==> config.mk <==
export PLATFORM = sky130hd
export DESIGN_NAME = evt_status_queue
export DESIGN_NICKNAME = d
export VERILOG_FILES = /design/src/rtl/evq_pkg.sv /design/src/rtl/evq_flag_latch.sv /design/src/rtl/evq_event_counter.sv /design/src/rtl/evq_arbiter.sv /design/src/rtl/evt_status_queue.sv
export SDC_FILE = /design/constraint.sdc
export NUM_CORES = 1
export LEC_CHECK = 0
export ABC_AREA = 0
export BUFFER_PORTS_ARGS = -buffer_cell sky130_fd_sc_hd__clkbuf_2
export CAP_MARGIN = 20
export CORE_ASPECT_RATIO = 0.7
export CORE_UTILIZATION = 35
export CTS_BUF_LIST = sky130_fd_sc_hd__clkbuf_8
export DETAILED_ROUTE_END_ITERATION = 10
export PLACE_DENSITY = 0.62
export SYNTH_ARGS = -nofsm -noshare
export SYNTH_HDL_FRONTEND = slang
export SYNTH_SLANG_ARGS = --single-unit
==> constraint.sdc <==
create_clock -name clk -period 2.5 [get_ports clk]
set_clock_uncertainty 0.15 [all_clocks]
set_input_delay 0.375 -clock clk [delete_from_list [all_inputs] [get_ports clk]]
set_output_delay 0.375 -clock clk [all_outputs]
set_load 0.05 [all_outputs]
==> src/rtl/evq_pkg.sv <==
// Package: shared widths, source indices and tag values for the event queue.
// Assumes the word is 16 bits split into a 6-bit tag and a 10-bit content field.
package evq_pkg;
    localparam int TAG_W     = 6;
    localparam int CONTENT_W = 10;
    localparam int WORD_W    = TAG_W + CONTENT_W;
    localparam int NSRC      = 5;
    localparam int NFLAG     = 3;

    // Source order is the presentation priority (index 0 wins).
    typedef enum logic [2:0] {
        SRC_RX   = 3'd0,
        SRC_TX   = 3'd1,
        SRC_BUF  = 3'd2,
        SRC_MISS = 3'd3,
        SRC_COL  = 3'd4
    } src_e;

    // Tag placed in bits 5:0 for each source.
    function automatic logic [TAG_W-1:0] src_tag(input int idx);
        case (idx)
            0:       return 6'h04;
            1:       return 6'h08;
            2:       return 6'h0C;
            3:       return 6'h10;
            default: return 6'h12;
        endcase
    endfunction
endpackage

==> src/rtl/evq_flag_latch.sv <==
// Module: holds the accumulated flags of one event source.
// Assumes clr_i is asserted only while this source is the presented entry;
// flags arriving with clr_i are retained.
module evq_flag_latch #(
    parameter int W = 10
) (
    input  logic         clk,
    input  logic         rst_ni,
    input  logic         evt_i,
    input  logic [W-1:0] flags_i,
    input  logic         clr_i,
    output logic [W-1:0] pend_o
);
    logic [W-1:0] pend_q;

    // Accumulate new flags, dropping old ones when acknowledged.
    always_ff @(posedge clk) begin
        if (!rst_ni) pend_q <= '0;
        else         pend_q <= (clr_i ? '0 : pend_q) | (evt_i ? flags_i : '0);
    end

    assign pend_o = pend_q;
endmodule

==> src/rtl/evq_event_counter.sv <==
// Module: saturating event counter that reports pending from half range.
// Assumes one increment per cycle at most; clear with increment yields one.
module evq_event_counter #(
    parameter int W = 10
) (
    input  logic         clk,
    input  logic         rst_ni,
    input  logic         inc_i,
    input  logic         clr_i,
    output logic [W-1:0] count_o,
    output logic         half_o
);
    localparam logic [W-1:0] MAXV = {W{1'b1}};
    localparam logic [W-1:0] ONE  = {{(W-1){1'b0}}, 1'b1};

    logic [W-1:0] cnt_q;

    // Count increments, saturate at the top, restart on acknowledge.
    always_ff @(posedge clk) begin
        if (!rst_ni)            cnt_q <= '0;
        else if (clr_i)         cnt_q <= inc_i ? ONE : '0;
        else if (inc_i && cnt_q != MAXV) cnt_q <= cnt_q + ONE;
    end

    assign count_o = cnt_q;
    assign half_o  = cnt_q[W-1];
endmodule

==> src/rtl/evq_arbiter.sv <==
// Module: fixed-priority pick among pending sources and word assembly.
// Assumes index 0 has highest priority; output is zero when no request.
module evq_arbiter #(
    parameter int N         = 5,
    parameter int CONTENT_W = 10,
    parameter int TAG_W     = 6
) (
    input  logic [N-1:0]                req_i,
    input  logic [N-1:0][CONTENT_W-1:0] content_i,
    input  logic [N-1:0][TAG_W-1:0]     tag_i,
    output logic [N-1:0]                grant_o,
    output logic [CONTENT_W+TAG_W-1:0]  word_o
);
    // Walk from lowest priority upward so the highest request wins last.
    always_comb begin
        grant_o = '0;
        word_o  = '0;
        for (int i = N-1; i >= 0; i--) begin
            if (req_i[i]) begin
                grant_o    = '0;
                grant_o[i] = 1'b1;
                word_o     = {content_i[i], tag_i[i]};
            end
        end
    end
endmodule

==> src/rtl/evt_status_queue.sv <==
// Module: merges three flag sources and two counters into one tagged,
// read-to-clear status port with an enable-gated interrupt line.
// Assumes rd_i is a single-cycle strobe per consumed word.
module evt_status_queue
    import evq_pkg::*;
#(
    parameter int CW = evq_pkg::CONTENT_W,
    parameter int TW = evq_pkg::TAG_W
) (
    input  logic           clk,
    input  logic           rst_ni,
    input  logic           rx_evt_i,
    input  logic [CW-1:0]  rx_flags_i,
    input  logic           tx_evt_i,
    input  logic [CW-1:0]  tx_flags_i,
    input  logic           buf_evt_i,
    input  logic [CW-1:0]  buf_flags_i,
    input  logic           miss_inc_i,
    input  logic           col_inc_i,
    input  logic           rd_i,
    input  logic           irq_en_i,
    output logic [CW+TW-1:0] rd_data_o,
    output logic           irq_o
);
    localparam int NS = evq_pkg::NSRC;
    localparam int NF = evq_pkg::NFLAG;
    localparam int NC = NS - NF;

    logic [NF-1:0]          flag_evt;
    logic [NF-1:0][CW-1:0]  flag_in;
    logic [NC-1:0]          cnt_inc;
    logic [NS-1:0]          req;
    logic [NS-1:0][CW-1:0]  content;
    logic [NS-1:0][TW-1:0]  tags;
    logic [NS-1:0]          grant;
    logic [NS-1:0]          clr;
    logic [CW+TW-1:0]       word;

    // Gather per-source inputs into arrays in priority order.
    always_comb begin
        flag_evt = {buf_evt_i, tx_evt_i, rx_evt_i};
        flag_in  = {buf_flags_i, tx_flags_i, rx_flags_i};
        cnt_inc  = {col_inc_i, miss_inc_i};
    end

    // Acknowledge only the presented source on a read.
    assign clr = rd_i ? grant : '0;

    genvar g;
    generate
        for (g = 0; g < NF; g++) begin : g_flag
            logic [CW-1:0] pend;
            evq_flag_latch #(.W(CW)) u_latch (
                .clk    (clk),
                .rst_ni (rst_ni),
                .evt_i  (flag_evt[g]),
                .flags_i(flag_in[g]),
                .clr_i  (clr[g]),
                .pend_o (pend)
            );
            assign content[g] = pend;
            assign req[g]     = |pend;
            assign tags[g]    = src_tag(g);
        end
        for (g = 0; g < NC; g++) begin : g_cnt
            logic [CW-1:0] cnt;
            logic          half;
            evq_event_counter #(.W(CW)) u_cnt (
                .clk    (clk),
                .rst_ni (rst_ni),
                .inc_i  (cnt_inc[g]),
                .clr_i  (clr[NF+g]),
                .count_o(cnt),
                .half_o (half)
            );
            assign content[NF+g] = cnt;
            assign req[NF+g]     = half;
            assign tags[NF+g]    = src_tag(NF+g);
        end
    endgenerate

    evq_arbiter #(.N(NS), .CONTENT_W(CW), .TAG_W(TW)) u_arb (
        .req_i    (req),
        .content_i(content),
        .tag_i    (tags),
        .grant_o  (grant),
        .word_o   (word)
    );

    assign rd_data_o = word;
    assign irq_o     = irq_en_i & (|req);
endmodule

==> impl_metrics.toml <==
[worst_setup_path]
critPathMaxFanout = 7
crit_path_top_delay_cell = "or4_4"
end_kind = "primary output"
start_kind = "flip-flop"
worstSetupPathType = "flip-flop to primary output"
path_cells = "or4_4 > or3_1 > buf_6 > nor3_4 > buf_6 > nand2_2 > a31oi_4 > buf_12"
slowest_delay_ps = 540
crit_top_cell = "buf_6"
required_ps = 1980
arrival_ps = 2450

[global_routing]
grt_start_max_net_pins = 37
antenna_found_initial = 0
grt_pass1_wl_um = 12100
track_usage_pct = 21.7
first_global_vias = 2369
grt_overflow = 0

[die]
ios = 56
start_util_pct = 36.8
core_um2 = 6850
die_y_um = 73.0
row_count = 25
die_area_um2 = 7560
die_w_um = 103

[logic_synthesis]
synth.avg_cell_area_um2 = 8.55
seq_area_frac_synth_pct = 39.7
synth-edff-count = 0
ys_ff_latch = 50
synth_warnings = 0
synth_cell_type_count = 49
synthArstFlopShare_pct = 0
synthFlopType = "dfxtp_1"
synthCells = 295
syn_area_um2 = 2520

[routing]
totalWireLength_um = 7660
wire_per_inst_um = 16.0
drtPass1Iterations = 5
viasPerCell = 5.29
drtAntennaViolNets = 0
vias = 2541
route.detailed.drc = 0
drt_iter0_drc = 125

[run_status]
violations = "setup timing"
status = "complete, but fails checks"

[clocking]
h-tree-depth = 2
clock_sinks = 50
cts_root_buf = "clkbuf_8"
cts_made_buffers = 5
clockBufferDepth = 2
path_clk_slew_ps = 90
clock_latency_ps = 310
cts_tree = "done"

[sta]
timing.final.crit_period_ps = 2980
slew_violations = 0
hold_violations = 0
setup_slack_ps = -477
rsz0062_at_grt = "true"
worst_slew_pin_slew_ps = 727
clock.fmax_ghz = 0.336
finalSetupViolations = 25
timing.final.crit_share_pct = 119
slew_headroom_pct = 51.5
tns_ps = -6370

[placement]
place_area_um2 = 3520
hpwl_um = 5780
io_buffers = 53
dp_cells = 466
place_congestion = 0.827

[layout]
stdcell_area_um2 = 3820
nNetsFinal = 427
final_common_cell = "dfxtp_1"
drive_above_1_share_pct = 39.4
antenna_cells = 0
final_cell_mix = "dfxtp_1 (49), buf_4 (40), clkbuf_2 (38)"
syn2layout_area_growth_pct = 51.3
final_cells = 480

[power]
power_density_nw_per_um2 = 523
seqPwrFrac_pct = 43.4
internal-power_mw = 1.41
ir_drop_mv = 0.243
clockPowerShare_pct = 29.3
switching_share_pct = 29.4
p_leak_nw = 1.51
p_sw_mw = 0.586
p_comb_share_pct = 27.3

[flow_run]
cap_violations = 0

[min_path]
hold_path.class = "input port to flip-flop"
[timing repair]
item | CTS | global route
pin swaps | 8 | 10
hold buffers | 0 | 0
gates cloned | 2 | 0
endpoints found under the setup margin | 16 | 27
gates resized for setup | 20 | 14
buffers inserted | 5 | 0
[path summary, 6_finish.rpt]
check | start | to | slack, ps | cells past startpoint
setup / recovery | g_flag[1].u_latch.pend_o[4] | rd_data_o[9] | -480 | 8
hold / removal | tx_flags_i[7] | g_flag[1].u_latch.pend_o[7] | 150 | 3
setup reg to reg | g_flag[1].u_latch.pend_o[4] | g_cnt[1].u_cnt.count_o[0] | -150 | 7
hold reg to reg | g_cnt[1].u_cnt.count_o[8] | g_cnt[1].u_cnt.count_o[8] | 380 | 2
[routing by layer]
metal	track usage [%]	vias to the layer above	wire length, µm
met4	6.42	0	126
met1	31.9	1182	3780
met2	31.4	77	3160
met5	0	-	0
met3	4.79	11	597
li1	-	1271	-
[cells in the mapped netlist, types with 2 or more instances]
master | n | share of area [%]
a32oi_1 | 2 | 0.69
a211oi_1 | 5 | 1.5
dfxtp_1 | 50 | 40
a21oi_1 | 2 | 0.40
nor3_1 | 12 | 2.4
a21o_1 | 3 | 0.89
buf_1 | 2 | 0.30
nand3_1 | 4 | 0.79
a221oi_1 | 4 | 1.4
nor3_2 | 2 | 0.79
o21ai_0 | 6 | 1.2
inv_1 | 7 | 1.0
a31oi_1 | 8 | 2.0
a22oi_1 | 29 | 8.6
xor2_1 | 3 | 1.0
nor4_1 | 5 | 1.2
mux2i_1 | 3 | 1.2
o21bai_1 | 5 | 1.5
nand2_1 | 21 | 3.1
nor2_1 | 32 | 4.8
nand4_1 | 10 | 2.5
clkbuf_1 | 10 | 1.5
and4_1 | 3 | 1.0
buf_4 | 2 | 0.60
nor2b_1 | 29 | 7.2
xnor2_1 | 5 | 1.7
or4_4 | 4 | 1.8
ha_1 | 2 | 0.99
or3_1 | 3 | 0.74
a21boi_0 | 3 | 0.89
[cell type report]
| class | instances | area [µm²] |
|---|---|---|
| fill | 602 | 3030 |
| multi-input combinational | 225 | 1730 |
| clock buffer | 6 | 82.6 |
| sequential | 50 | 1000 |
| timing repair buffer | 97 | 826 |
| clock inverter | 1 | 30.0 |
| inverter | 7 | 26.3 |
| tap | 94 | 118 |
[metrics by stage]
step	worst slack, ps	utilization (%)	hold slack (ps)	power (mW)
final	-477	55.7	151	2.00
after detailed placement	-192	51.4	371	1.39
after CTS	-450	55.1	149	2.00
after global placement	-171	51.4	369	1.39
after floorplan	-85.3	-	318	1.17
after global routing	-533	55.7	161	2.08
[registers in the layout (all words and copies together), names as in the netlist]
signal,count
g_cnt.u_cnt.count_o,20
g_flag.u_latch.pend_o,30
[logic make-up after synthesis]
family	count (synthesis)	synth area share (%)
AO/OA/AOI/OAI	73	21.5
other	1	0.149
XOR/XNOR	8	2.78
flip-flops	50	39.7
buffers and inverters	22	3.87
AND/OR/NAND/NOR	136	29.9
multiplexers	3	1.19
adder cells (fa/ha/maj)	2	0.992
[critical path: cells and delay by family, from the launching register on]
family                 cells  cell delay (ps)
AO/OA/AOI/OAI              1              230
buffers and inverters      3              470
flip-flops                 1              330
AND/OR/NAND/NOR            4             1110
[power by group through the flow]
stage	Clock [mW]	Sequential, mW	Combinational, mW
2_1_floorplan	0	0.875	0.299
3_3_place_gp	0	0.882	0.504
3_5_place_dp	0	0.882	0.510
4_1_cts	0.599	0.865	0.537
5_1_grt	0.631	0.871	0.578
6_report	0.585	0.867	0.546
No activity file was read; power rests on OpenSTA's default activity.
